File: config.mk
export PLATFORM = sky130hd
export DESIGN_NAME = mdio_c45_slave
export DESIGN_NICKNAME = d
export VERILOG_FILES = /design/src/rtl/mdio_c45_pkg.sv /design/src/rtl/mdio_pre_det.sv /design/src/rtl/mdio_frame_rx.sv /design/src/rtl/mdio_reg_port.sv /design/src/rtl/mdio_tx_drv.sv /design/src/rtl/mdio_c45_slave.sv
export SDC_FILE = /design/constraint.sdc
export NUM_CORES = 1
export LEC_CHECK = 0
export BUFFER_PORTS_ARGS = -buffer_cell sky130_fd_sc_hd__buf_4
export CAP_MARGIN = 30
export CORE_MARGIN = 10
export CORE_UTILIZATION = 49
export CTS_BUF_LIST = sky130_fd_sc_hd__clkbuf_2
export DETAILED_ROUTE_END_ITERATION = 16
export GPL_ROUTABILITY_DRIVEN = 0
export PLACE_DENSITY_LB_ADDON = 0.3
export SLEW_MARGIN = 20
export SYNTH_ARGS = -nofsm -noshare
export SYNTH_HDL_FRONTEND = slang
export SYNTH_SLANG_ARGS = --single-unit
File: constraint.sdc
create_clock -name mdc -period 2.3 [get_ports mdc]
set_input_delay 0.46 -clock mdc [delete_from_list [all_inputs] [get_ports mdc]]
set_output_delay 0.46 -clock mdc [all_outputs]
set_load 0.005 [all_outputs]
File: src/rtl/mdio_c45_pkg.sv
// Shared types for the Clause 45 management slave.
// Assumes: opcode values are fixed by the line protocol.
package mdio_c45_pkg;

    typedef enum logic [1:0] {
        OP_SET_ADDR = 2'b00,
        OP_WRITE    = 2'b01,
        OP_READ_INC = 2'b10,
        OP_READ     = 2'b11
    } mdio_op_e;

    typedef enum logic [1:0] {
        RX_HUNT,
        RX_HEADER,
        RX_TURN,
        RX_DATA
    } rx_state_e;

endpackage

File: src/rtl/mdio_pre_det.sv
// Preamble detector: counts consecutive ones on the sampled line and
// reports when at least PRE_LEN of them have been seen.
// Assumes: the line is sampled on the rising edge of the management clock.
module mdio_pre_det #(
    parameter int PRE_LEN = 32
) (
    input  logic clk,
    input  logic rst_n,
    input  logic din,
    output logic armed
);
    localparam int CW = $clog2(PRE_LEN + 1);
    localparam logic [CW-1:0] FULL = CW'(PRE_LEN);

    logic [CW-1:0] ones_q;

    // Saturating run-length count of ones; any zero clears it.
    always_ff @(posedge clk) begin
        if (!rst_n) begin
            ones_q <= '0;
        end else if (!din) begin
            ones_q <= '0;
        end else if (ones_q != FULL) begin
            ones_q <= ones_q + 1'b1;
        end
    end

    assign armed = (ones_q == FULL);
endmodule

File: src/rtl/mdio_frame_rx.sv
// Frame receiver: steps through start, opcode, port, device, turnaround and
// data fields. It filters frames on start code and straps, and emits
// events for the register port and the line driver.
// Assumes: fields arrive MSB first; a frame is started by a zero that
// follows an armed preamble.
module mdio_frame_rx
    import mdio_c45_pkg::*;
#(
    parameter int PA_W   = 5,
    parameter int DATA_W = 16
) (
    input  logic                      clk,
    input  logic                      rst_n,
    input  logic                      din,
    input  logic                      armed,
    input  logic [PA_W-1:0]           strap_port,
    input  logic [PA_W-1:0]           strap_dev,
    output logic                      rd_req,
    output logic                      rd_incr,
    output logic                      wr_evt,
    output logic                      adr_evt,
    output logic [DATA_W-1:0]         word,
    output logic                      drv_turn,
    output logic                      drv_data,
    output logic [$clog2(DATA_W)-1:0] bit_idx
);
    localparam int HDR_BITS = 3 + 2 * PA_W;
    localparam int CNT_W    = $clog2(HDR_BITS + DATA_W);
    localparam int IDX_W    = $clog2(DATA_W);
    localparam logic [CNT_W-1:0] HDR_LAST  = CNT_W'(HDR_BITS - 1);
    localparam logic [CNT_W-1:0] DATA_LAST = CNT_W'(DATA_W - 1);
    localparam logic [CNT_W-1:0] TURN_LAST = CNT_W'(1);
    localparam logic [IDX_W-1:0] MSB_IDX   = IDX_W'(DATA_W - 1);

    rx_state_e           state_q;
    logic [CNT_W-1:0]    cnt_q;
    logic [HDR_BITS-2:0] hdr_q;
    logic [DATA_W-2:0]   dat_q;
    mdio_op_e            op_q;

    logic [HDR_BITS-1:0] hdr_next;
    logic [DATA_W-1:0]   dat_next;
    mdio_op_e            op_in;
    logic [PA_W-1:0]     port_in;
    logic [PA_W-1:0]     dev_in;
    logic                hdr_ok;
    logic                is_read;
    logic                data_done;

    // Field extraction from the header shift register plus the current bit.
    always_comb begin
        hdr_next = {hdr_q, din};
        dat_next = {dat_q, din};
        op_in    = mdio_op_e'(hdr_next[2*PA_W+1 -: 2]);
        port_in  = hdr_next[2*PA_W-1 -: PA_W];
        dev_in   = hdr_next[PA_W-1:0];
        hdr_ok   = !hdr_next[HDR_BITS-1]
                   && (port_in == strap_port)
                   && (dev_in == strap_dev)
                   && (strap_dev != '0);
    end

    // Frame sequencer with a shared bit counter for every field.
    always_ff @(posedge clk) begin
        if (!rst_n) begin
            state_q <= RX_HUNT;
            cnt_q   <= '0;
            hdr_q   <= '0;
            dat_q   <= '0;
            op_q    <= OP_SET_ADDR;
        end else begin
            case (state_q)
                RX_HUNT: begin
                    if (armed && !din) begin
                        state_q <= RX_HEADER;
                        cnt_q   <= '0;
                    end
                end
                RX_HEADER: begin
                    hdr_q <= hdr_next[HDR_BITS-2:0];
                    if (cnt_q == '0 && din) begin
                        state_q <= RX_HUNT;
                    end else if (cnt_q == HDR_LAST) begin
                        cnt_q <= '0;
                        if (hdr_ok) begin
                            state_q <= RX_TURN;
                            op_q    <= op_in;
                        end else begin
                            state_q <= RX_HUNT;
                        end
                    end else begin
                        cnt_q <= cnt_q + 1'b1;
                    end
                end
                RX_TURN: begin
                    if (cnt_q == TURN_LAST) begin
                        state_q <= RX_DATA;
                        cnt_q   <= '0;
                    end else begin
                        cnt_q <= cnt_q + 1'b1;
                    end
                end
                default: begin
                    dat_q <= dat_next[DATA_W-2:0];
                    if (cnt_q == DATA_LAST) begin
                        state_q <= RX_HUNT;
                        cnt_q   <= '0;
                    end else begin
                        cnt_q <= cnt_q + 1'b1;
                    end
                end
            endcase
        end
    end

    // Events and driver controls decoded from the sequencer state.
    always_comb begin
        is_read   = op_q[1];
        data_done = (state_q == RX_DATA) && (cnt_q == DATA_LAST);
        rd_req    = (state_q == RX_TURN) && (cnt_q == '0) && is_read;
        rd_incr   = (op_q == OP_READ_INC);
        wr_evt    = data_done && (op_q == OP_WRITE);
        adr_evt   = data_done && (op_q == OP_SET_ADDR);
        word      = dat_next;
        drv_turn  = (state_q == RX_TURN) && (cnt_q == TURN_LAST) && is_read;
        drv_data  = (state_q == RX_DATA) && is_read;
        bit_idx   = MSB_IDX - cnt_q[IDX_W-1:0];
    end
endmodule

File: src/rtl/mdio_reg_port.sv
// Register port: holds the address pointer and drives the synchronous
// register bus. It captures read data and steps the pointer after an
// incrementing read.
// Assumes: read data is valid in the same cycle as the read request.
module mdio_reg_port #(
    parameter int DATA_W = 16
) (
    input  logic              clk,
    input  logic              rst_n,
    input  logic              rd_req,
    input  logic              rd_incr,
    input  logic              wr_evt,
    input  logic              adr_evt,
    input  logic [DATA_W-1:0] word,
    input  logic [DATA_W-1:0] rdata,
    output logic [DATA_W-1:0] ptr,
    output logic              wr_stb,
    output logic [DATA_W-1:0] wdata,
    output logic [DATA_W-1:0] rd_word
);
    // Pointer, write strobe and read capture registers.
    always_ff @(posedge clk) begin
        if (!rst_n) begin
            ptr     <= '0;
            wr_stb  <= 1'b0;
            wdata   <= '0;
            rd_word <= '0;
        end else begin
            wr_stb <= wr_evt;
            if (wr_evt) begin
                wdata <= word;
            end
            if (rd_req) begin
                rd_word <= rdata;
            end
            if (adr_evt) begin
                ptr <= word;
            end else if (rd_req && rd_incr) begin
                ptr <= ptr + 1'b1;
            end
        end
    end
endmodule

File: src/rtl/mdio_tx_drv.sv
// Line driver: updates the output enable and the output bit on the
// falling edge, so that the master samples a settled value on the next
// rising edge.
// Assumes: controls from the receiver are stable across the falling edge.
module mdio_tx_drv #(
    parameter int DATA_W = 16
) (
    input  logic                      clk,
    input  logic                      rst_n,
    input  logic                      drv_turn,
    input  logic                      drv_data,
    input  logic [$clog2(DATA_W)-1:0] bit_idx,
    input  logic [DATA_W-1:0]         rd_word,
    output logic                      oe,
    output logic                      dout
);
    // Falling-edge output register for the shared line.
    always_ff @(negedge clk) begin
        if (!rst_n) begin
            oe   <= 1'b0;
            dout <= 1'b0;
        end else begin
            oe   <= drv_turn | drv_data;
            dout <= drv_data ? rd_word[bit_idx] : 1'b0;
        end
    end
endmodule

File: src/rtl/mdio_c45_slave.sv
// Top of the Clause 45 management slave: preamble detector, frame
// receiver, register port and line driver.
// Assumes: everything runs on the external management clock; the pad
// combines mdio_o and mdio_oe into the bidirectional pin.
module mdio_c45_slave #(
    parameter int PRE_LEN = 32,
    parameter int PA_W    = 5,
    parameter int DATA_W  = 16
) (
    input  logic              mdc,
    input  logic              rst_n,
    input  logic              mdio_i,
    output logic              mdio_o,
    output logic              mdio_oe,
    input  logic [PA_W-1:0]   strap_port,
    input  logic [PA_W-1:0]   strap_dev,
    output logic [DATA_W-1:0] reg_addr,
    output logic              reg_rd,
    input  logic [DATA_W-1:0] reg_rdata,
    output logic              reg_wr,
    output logic [DATA_W-1:0] reg_wdata
);
    localparam int IDX_W = $clog2(DATA_W);

    logic              armed;
    logic              rd_req;
    logic              rd_incr;
    logic              wr_evt;
    logic              adr_evt;
    logic [DATA_W-1:0] word;
    logic              drv_turn;
    logic              drv_data;
    logic [IDX_W-1:0]  bit_idx;
    logic [DATA_W-1:0] rd_word;

    mdio_pre_det #(.PRE_LEN(PRE_LEN)) u_pre (
        .clk   (mdc),
        .rst_n (rst_n),
        .din   (mdio_i),
        .armed (armed)
    );

    mdio_frame_rx #(.PA_W(PA_W), .DATA_W(DATA_W)) u_rx (
        .clk        (mdc),
        .rst_n      (rst_n),
        .din        (mdio_i),
        .armed      (armed),
        .strap_port (strap_port),
        .strap_dev  (strap_dev),
        .rd_req     (rd_req),
        .rd_incr    (rd_incr),
        .wr_evt     (wr_evt),
        .adr_evt    (adr_evt),
        .word       (word),
        .drv_turn   (drv_turn),
        .drv_data   (drv_data),
        .bit_idx    (bit_idx)
    );

    mdio_reg_port #(.DATA_W(DATA_W)) u_port (
        .clk     (mdc),
        .rst_n   (rst_n),
        .rd_req  (rd_req),
        .rd_incr (rd_incr),
        .wr_evt  (wr_evt),
        .adr_evt (adr_evt),
        .word    (word),
        .rdata   (reg_rdata),
        .ptr     (reg_addr),
        .wr_stb  (reg_wr),
        .wdata   (reg_wdata),
        .rd_word (rd_word)
    );

    mdio_tx_drv #(.DATA_W(DATA_W)) u_tx (
        .clk      (mdc),
        .rst_n    (rst_n),
        .drv_turn (drv_turn),
        .drv_data (drv_data),
        .bit_idx  (bit_idx),
        .rd_word  (rd_word),
        .oe       (mdio_oe),
        .dout     (mdio_o)
    );

    assign reg_rd = rd_req;
endmodule

==> impl_metrics.xml, run 1 <==
<?xml version="1.0" encoding="UTF-8"?>
<metrics>
  <group name="yosys">
    <metric name="ys_top_cells_by_count" unit="">131 x sky130_fd_sc_hd__nand2_1, 93 x sky130_fd_sc_hd__dfxtp_1, 79 x sky130_fd_sc_hd__a21oi_1</metric>
    <metric name="postSynthRegisterBits" unit="">93</metric>
    <metric name="synthesized_netlist_cell_count" unit="">517</metric>
    <metric name="ys_warn_count" unit="">0</metric>
    <metric name="avgSynthCellArea" unit="um2">8.11</metric>
    <metric name="synthMostInstantiatedCell" unit="">sky130_fd_sc_hd__nand2_1</metric>
    <metric name="synth.cell_area" unit="um2">4190</metric>
    <metric name="count_of_flip_flops_with_a_built_in_enable_after_synthesis" unit="">0</metric>
    <metric name="synth.top_cells.by_area" unit="">sky130_fd_sc_hd__dfxtp_1 44%, sky130_fd_sc_hd__nand2_1 12%, sky130_fd_sc_hd__a21oi_1 9.4%</metric>
    <metric name="synth-seq-area-share" unit="">0.444</metric>
    <metric name="mappedNetlistNets" unit="">554</metric>
    <metric name="synth.distinct_cells" unit="">56</metric>
    <metric name="synth_top_flop_cell" unit="">sky130_fd_sc_hd__dfxtp_1</metric>
    <metric name="synth-async-reset-ratio" unit="">0</metric>
    <metric name="yosysTopAreaCellShare" unit="">0.444</metric>
    <metric name="synthDominantAreaCellType" unit="">sky130_fd_sc_hd__dfxtp_1</metric>
  </group>
  <group name="setup_path">
    <metric name="timing.critical_path.required" unit="ps">1570</metric>
    <metric name="worstSetupEndpointType" unit="">register</metric>
    <metric name="cp_common_cell" unit="">sky130_fd_sc_hd__mux4_2</metric>
    <metric name="setup.worst_path.class" unit="">reg2reg</metric>
    <metric name="cp-start-kind" unit="">register</metric>
    <metric name="cp_arrival" unit="ps">2150</metric>
    <metric name="ff2ff_path_depth" unit="">3</metric>
    <metric name="cpPeakStageDelay" unit="ps">520</metric>
    <metric name="critical_path.max_fanout" unit="">5</metric>
    <metric name="critical-path-slowest-cell" unit="">sky130_fd_sc_hd__mux4_2</metric>
    <metric name="cells_along_the_critical_path" unit="">mux4_2 &gt; mux4_2 &gt; and4_1</metric>
  </group>
  <group name="sta">
    <metric name="slew_violations" unit="">0</metric>
    <metric name="fin_skew" unit="ps">35.6</metric>
    <metric name="report.final.hold_viol_count" unit="">0</metric>
    <metric name="timing_worst_slew_pin_value" unit="ps">526</metric>
    <metric name="finalWorstSetupSlack" unit="ps">-579</metric>
    <metric name="grt_setup_unrepaired" unit="">yes</metric>
    <metric name="timing.final.setup_violations" unit="">5</metric>
    <metric name="max-slew-margin-rel" unit="">0.648</metric>
  </group>
  <group name="final_layout">
    <metric name="antenna_cells" unit="">0</metric>
    <metric name="final_net_count" unit="">627</metric>
    <metric name="filler_cell_count" unit="">761</metric>
    <metric name="finish.utilization" unit="">0.623</metric>
    <metric name="synthToLayoutAreaGrowth" unit="%">22.6</metric>
    <metric name="drive_gt1_frac" unit="">0.234</metric>
  </group>
  <group name="power">
    <metric name="swShare" unit="">0.247</metric>
    <metric name="design_power_total" unit="uW">2550</metric>
    <metric name="peakVddDrop" unit="mV">0.214</metric>
    <metric name="share_comb_of_total_power" unit="">0.038</metric>
    <metric name="cellPowerDensity" unit="nW/um2">496</metric>
    <metric name="pwr-share-clk" unit="">0.327</metric>
    <metric name="switching_power" unit="uW">630</metric>
    <metric name="p_seq_frac" unit="">0.634</metric>
    <metric name="power.internal" unit="uW">1920</metric>
    <metric name="leakage" unit="uW">0.00186</metric>
  </group>
  <group name="global_routing">
    <metric name="gr-usage-all-layers" unit="">0.166</metric>
    <metric name="globalRoute.totalOverflow" unit="">0</metric>
    <metric name="grt_antenna_before_repair" unit="">0</metric>
    <metric name="largest_net_degree_at_the_start_of_global_routing" unit="">45</metric>
    <metric name="grt_pass1_vias" unit="">3850</metric>
    <metric name="grt_first_pass_wirelength" unit="mm">17.9</metric>
  </group>
  <group name="routing">
    <metric name="via_count" unit="">3886</metric>
    <metric name="pre_antenna_drt_iters" unit="">4</metric>
    <metric name="finalWirelength" unit="mm">10.7</metric>
    <metric name="ant_nets" unit="">0</metric>
    <metric name="wl_per_cell" unit="um">15.3</metric>
    <metric name="drc_errors" unit="">0</metric>
    <metric name="initialDrtViolationCount" unit="">242</metric>
    <metric name="detail_route.vias_per_cell" unit="">5.56</metric>
  </group>
  <group name="die">
    <metric name="floorplan.initialDensity" unit="">0.508</metric>
    <metric name="fp.coreArea" unit="um2">8260</metric>
    <metric name="placement_rows" unit="">33</metric>
    <metric name="ios" unit="">65</metric>
    <metric name="x_dimension_of_the_die" unit="um">113</metric>
    <metric name="die-area" unit="um2">12700</metric>
    <metric name="die_y" unit="um">113</metric>
  </group>
  <group name="clock_tree">
    <metric name="cts_buffer_count" unit="">9</metric>
    <metric name="root_buffer_selected_by_cts" unit="">sky130_fd_sc_hd__clkbuf_2</metric>
    <metric name="cts_tree" unit="">yes</metric>
    <metric name="clock_transition_at_the_registers_of_the_reported_paths" unit="ps">250</metric>
    <metric name="tritoncts_num_sinks" unit="">93</metric>
    <metric name="hold_buffers" unit="">0</metric>
    <metric name="htree_num_levels" unit="">3</metric>
    <metric name="worst_skew_pair.late_latency" unit="ps">550</metric>
    <metric name="max-clock-path-buffers" unit="">2</metric>
  </group>
  <group name="min_path">
    <metric name="hold_class" unit="">in2reg</metric>
    <metric name="whs_path_depth" unit="">3</metric>
  </group>
  <group name="status">
    <metric name="violated_checks" unit="">setup timing</metric>
    <metric name="outcome" unit="">finished, violations left</metric>
  </group>
  <group name="placed_design">
    <metric name="port-buffer-count" unit="">64</metric>
    <metric name="post_dp_hpwl" unit="mm">7.81</metric>
  </group>
  <group name="flow_run">
    <metric name="maxCapViolCount" unit="">0</metric>
  </group>
</metrics>
power groups by stage:
| stage | clock (uW) | combinational [uW] | sequential [uW] |
|---|---|---|---|
| 5_1_grt | 921 | 106 | 1620 |
| 3_3_place_gp | 8.17 | 94.7 | 1650 |
| 3_5_place_dp | 8.17 | 97.3 | 1650 |
| 2_1_floorplan | 8.17 | 43.1 | 1650 |
| 6_report | 836 | 97.5 | 1620 |
| 4_1_cts | 851 | 97.7 | 1620 |
routing by layer:
metal | global-route usage | up-vias | part of all wire
li1 | - | 1933 | -
met1 | 0.196 | 1824 | 0.43
met2 | 0.286 | 113 | 0.49
met3 | 0.0383 | 16 | 0.060
met4 | 0.0618 | 0 | 0.016
met5 | 0 | - | 0
repair_timing:
action,in CTS,in global routing
endpoints found under the setup margin,5,16
setup buffers,5,4
gates resized for setup,16,14
pin swaps,4,4
worst max-delay path: cells and delay by family, from the launching register on:
family | cells | cell delay, ps
and+or+nand+nor | 1 | 190
muxes | 2 | 990
DFF | 1 | 450
cells by family (layout without fill, tap and decap cells):
family,after synthesis,count (layout),share of synthesized area
AOI/OAI and AO/OA,124,124,0.174
DFF,93,93,0.444
buffers and inverters,49,126,0.0495
xor gates and xnor gates,16,16,0.0334
and+or+nand+nor,222,222,0.248
muxes,5,5,0.0269
adders and majority gates,8,8,0.0239
metrics by stage:
step	area, um2	instances	hold WS (ps)	setup slack, ps	setup TNS (ps)
6_report	5140	699	127	-579	-1520
3_3_place_gp	4860	676	443	-520	-570
5_1_grt	5140	699	79.4	-624	-1880
2_1_floorplan	4230	517	433	-524	-524
3_5_place_dp	4860	676	449	-594	-698
4_1_cts	5070	697	90.0	-602	-1610
sequential cells by signal (all words and copies together), names as in the netlist:
register and count:
u_port.ptr 16, u_port.rd_word 16, u_port.wdata 16, u_port.wr_stb 1, u_pre.ones_q 6, u_rx.cnt_q 5, u_rx.dat_q 15, u_rx.hdr_q 12
u_rx.op_q 2, u_rx.state_q 2, u_tx.dout 1, u_tx.oe 1
final cells by class:
type | instances | area, um2 | area share
flip-flops and latches | 93 | 1870 | 0.364
well taps | 105 | 131 | 0.0255
multi-input cells | 375 | 2220 | 0.431
clock inverters | 8 | 78.8 | 0.0153
clock buffers | 9 | 45.0 | 0.00876
repair buffers | 93 | 733 | 0.143
inverters | 16 | 65.1 | 0.0127
final timing paths:
| path | from | endpoint | slack [ps] |
|---|---|---|---|
| worst max-delay path | u_rx.cnt_q[0] | u_tx.dout | -580 |
| worst min-delay path | reg_rdata[9] | u_port.rd_word[9] | 130 |
| worst max register to register | u_rx.cnt_q[0] | u_tx.dout | -580 |
| worst min register to register | u_port.wdata[11] | u_port.wdata[11] | 470 |
cells in the final DEF (no fill, tap or decap), types with 4 or more instances in the layout:
cell type	netlist	final
sky130_fd_sc_hd__a211oi_1	5	4
sky130_fd_sc_hd__a21oi_1	79	79
sky130_fd_sc_hd__nand2_1	131	131
sky130_fd_sc_hd__dfxtp_1	93	90
sky130_fd_sc_hd__buf_4	2	86
sky130_fd_sc_hd__mux4_2	5	5
sky130_fd_sc_hd__a22oi_1	5	5
sky130_fd_sc_hd__ha_1	8	6
sky130_fd_sc_hd__nor2_1	23	22
sky130_fd_sc_hd__xnor2_1	10	10
sky130_fd_sc_hd__o21ai_0	9	9
sky130_fd_sc_hd__nand4_1	8	8
sky130_fd_sc_hd__clkbuf_2	0	9
sky130_fd_sc_hd__xor2_1	6	6
sky130_fd_sc_hd__nand3_1	22	22
sky130_fd_sc_hd__nand2b_1	4	4
sky130_fd_sc_hd__buf_6	1	6
sky130_fd_sc_hd__inv_1	16	14
Power figures use the tool's default switching activity.
==> inputs of run 2 (changes only) <==
CORE_ASPECT_RATIO = 0.9   (was unset)
CORE_UTILIZATION = 30   (was 49)
GPL_TIMING_DRIVEN = 0   (was unset)
==> run 2 against run 1 <==
Effect of this change:
- the run still ends with setup timing left
- combinational power up 5%
- critical path type unchanged
- sequential cell count unchanged
- largest power group unchanged
- critical endpoint unchanged
- clock skew up 8.4 ps
- register-to-register slack worse by 80 ps
==> impl_metrics.xml, run 2 (same netlist as run 1, synthesis figures left out) <==
<?xml version="1.0" encoding="UTF-8"?>
<metrics>
  <group name="routing">
    <metric name="finalWirelength" unit="mm">11.9</metric>
    <metric name="wl_per_cell" unit="um">15.3</metric>
    <metric name="initialDrtViolationCount" unit="">180</metric>
    <metric name="ant_nets" unit="">0</metric>
    <metric name="via_count" unit="">3902</metric>
    <metric name="pre_antenna_drt_iters" unit="">4</metric>
    <metric name="drc_errors" unit="">0</metric>
    <metric name="detail_route.vias_per_cell" unit="">5.03</metric>
  </group>
  <group name="power">
    <metric name="cellPowerDensity" unit="nW/um2">507</metric>
    <metric name="leakage" unit="uW">0.00191</metric>
    <metric name="peakVddDrop" unit="mV">0.277</metric>
    <metric name="design_power_total" unit="uW">2670</metric>
  </group>
  <group name="global_routing">
    <metric name="largest_net_degree_at_the_start_of_global_routing" unit="">16</metric>
    <metric name="gr-usage-all-layers" unit="">0.122</metric>
    <metric name="grt_pass1_vias" unit="">3727</metric>
    <metric name="globalRoute.totalOverflow" unit="">0</metric>
    <metric name="grt_first_pass_wirelength" unit="mm">18.9</metric>
    <metric name="grt_antenna_before_repair" unit="">1</metric>
  </group>
  <group name="sta">
    <metric name="timing_worst_slew_pin_value" unit="ps">663</metric>
    <metric name="max-slew-margin-rel" unit="">0.558</metric>
    <metric name="report.final.hold_viol_count" unit="">0</metric>
    <metric name="finalHoldWorstSlack" unit="ps">99.5</metric>
    <metric name="grt_setup_unrepaired" unit="">yes</metric>
    <metric name="timing.final.setup_violations" unit="">5</metric>
    <metric name="fin_skew" unit="ps">43.9</metric>
    <metric name="finalWorstSetupSlack" unit="ps">-661</metric>
    <metric name="slew_violations" unit="">0</metric>
  </group>
  <group name="setup_path">
    <metric name="critical_path.max_fanout" unit="">6</metric>
    <metric name="setup.worst_path.class" unit="">reg2reg</metric>
    <metric name="timing.critical_path.required" unit="ps">1620</metric>
    <metric name="worstSetupEndpointType" unit="">register</metric>
    <metric name="cp-start-kind" unit="">register</metric>
    <metric name="cp_arrival" unit="ps">2280</metric>
  </group>
  <group name="clock_tree">
    <metric name="clock_transition_at_the_registers_of_the_reported_paths" unit="ps">240</metric>
    <metric name="max-clock-path-buffers" unit="">2</metric>
    <metric name="worst_skew_pair.late_latency" unit="ps">590</metric>
    <metric name="hold_buffers" unit="">0</metric>
    <metric name="cts_tree" unit="">yes</metric>
    <metric name="tritoncts_num_sinks" unit="">93</metric>
    <metric name="htree_num_levels" unit="">3</metric>
    <metric name="root_buffer_selected_by_cts" unit="">sky130_fd_sc_hd__clkbuf_2</metric>
    <metric name="cts_buffer_count" unit="">9</metric>
  </group>
  <group name="status">
    <metric name="violated_checks" unit="">setup timing</metric>
    <metric name="outcome" unit="">finished, violations left</metric>
  </group>
  <group name="final_layout">
    <metric name="design_area" unit="um2">5270</metric>
    <metric name="final_net_count" unit="">639</metric>
    <metric name="drive_gt1_frac" unit="">0.219</metric>
    <metric name="mostFrequentLayoutCell" unit="">sky130_fd_sc_hd__nand2_1</metric>
    <metric name="most-common-layout-cells" unit="">131 x sky130_fd_sc_hd__nand2_1, 90 x sky130_fd_sc_hd__dfxtp_1, 79 x sky130_fd_sc_hd__a21oi_1</metric>
    <metric name="synthToLayoutAreaGrowth" unit="%">25.6</metric>
    <metric name="seq_area" unit="um2">1870</metric>
    <metric name="layout_top_registers" unit="">u_port.ptr: 16 flops, u_port.rd_word: 16 flops, u_port.wdata: 16 flops</metric>
    <metric name="filler_cell_count" unit="">1392</metric>
    <metric name="multi_input_area" unit="um2">2220</metric>
  </group>
  <group name="die">
    <metric name="x_dimension_of_the_die" unit="um">145</metric>
    <metric name="floorplan.initialDensity" unit="">0.310</metric>
    <metric name="die_y" unit="um">132</metric>
    <metric name="die-area" unit="um2">19100</metric>
    <metric name="fp.coreArea" unit="um2">13500</metric>
    <metric name="placement_rows" unit="">40</metric>
    <metric name="ios" unit="">65</metric>
  </group>
  <group name="placed_design">
    <metric name="postPlaceCellArea" unit="um2">4910</metric>
    <metric name="post_dp_hpwl" unit="mm">8.72</metric>
    <metric name="port-buffer-count" unit="">63</metric>
  </group>
  <group name="flow_run">
    <metric name="maxCapViolCount" unit="">0</metric>
  </group>
  <group name="min_path">
    <metric name="hold_class" unit="">in2reg</metric>
  </group>
</metrics>
## run 2: cell count changes in the layout (fill, tap and decap cells not counted), moves of 3 or more
cell | before | now
sky130_fd_sc_hd__buf_1 | 0 | 3
sky130_fd_sc_hd__buf_4 | 86 | 78
sky130_fd_sc_hd__buf_6 | 6 | 3
sky130_fd_sc_hd__clkbuf_1 | 0 | 12
sky130_fd_sc_hd__buf_2 | 0 | 5
sky130_fd_sc_hd__clkbuf_2 | 9 | 12
## run 2: area by class of cell
| cell class | instances | share of cell area |
|---|---|---|
| Clock inverter | 8 | 0.0176 |
| Buffer | 27 | 0.0280 |
| Tap cell | 168 | 0.0399 |
| Multi-Input combinational cell | 375 | 0.422 |
| Clock buffer | 10 | 0.00950 |
| Inverter | 16 | 0.0152 |
| Sequential cell | 93 | 0.354 |
| Antenna cell | 1 | 0.000475 |
| Timing Repair Buffer | 78 | 0.113 |
## run 2: path summary, 6_finish.rpt
check | startpoint | end | slack [ps] | cells past startpoint
min reg2reg | u_rx.hdr_q[10] | u_rx.op_q[1] | 460 | 2
min | reg_rdata[8] | u_port.rd_word[8] | 100 | 3
max | u_rx.cnt_q[0] | u_tx.dout | -660 | 4
max reg2reg | u_rx.cnt_q[0] | u_tx.dout | -660 | 4
## run 2: critical path, stage by stage (launching register included)
cell	delay, ps
sky130_fd_sc_hd__dfxtp_2	400
sky130_fd_sc_hd__buf_8	120
sky130_fd_sc_hd__mux4_2	480
sky130_fd_sc_hd__mux4_2	500
sky130_fd_sc_hd__and4_1	220
## run 2: repair_timing
item,4_1_cts,5_1_grt
gates resized for setup,7,34
buffers inserted,4,11
pin swaps,1,4
endpoints found under the setup margin,5,28
## run 2: metrics by stage
stage | setup TNS [ps] | util | std cells | setup WS, ps
after floorplan | -524 | - | 517 | -524
after global placement | -971 | 0.363 | 748 | -675
after detailed placement | -1040 | 0.363 | 748 | -687
after CTS | -2130 | 0.377 | 768 | -695
after global routing | -2250 | 0.390 | 776 | -737
final | -1750 | 0.390 | 776 | -661
## run 2: power by group
part / switching, uW / leakage (uW) / total [uW] / internal, uW
combinational: 56.5 / 0.00106 / 102 / 45.9
sequential: 2.17 / 0.000750 / 1620 / 1620
clock: 578 / 0.0000927 / 947 / 370
## run 2: routing by layer
layer / up-vias / part of all wire / GRT usage
li1: 1962 / - / -
met1: 1830 / 0.48 / 0.158
met2: 91 / 0.45 / 0.187
met3: 19 / 0.051 / 0.0295
met4: 0 / 0.017 / 0.0483
met5: - / 0 / 0
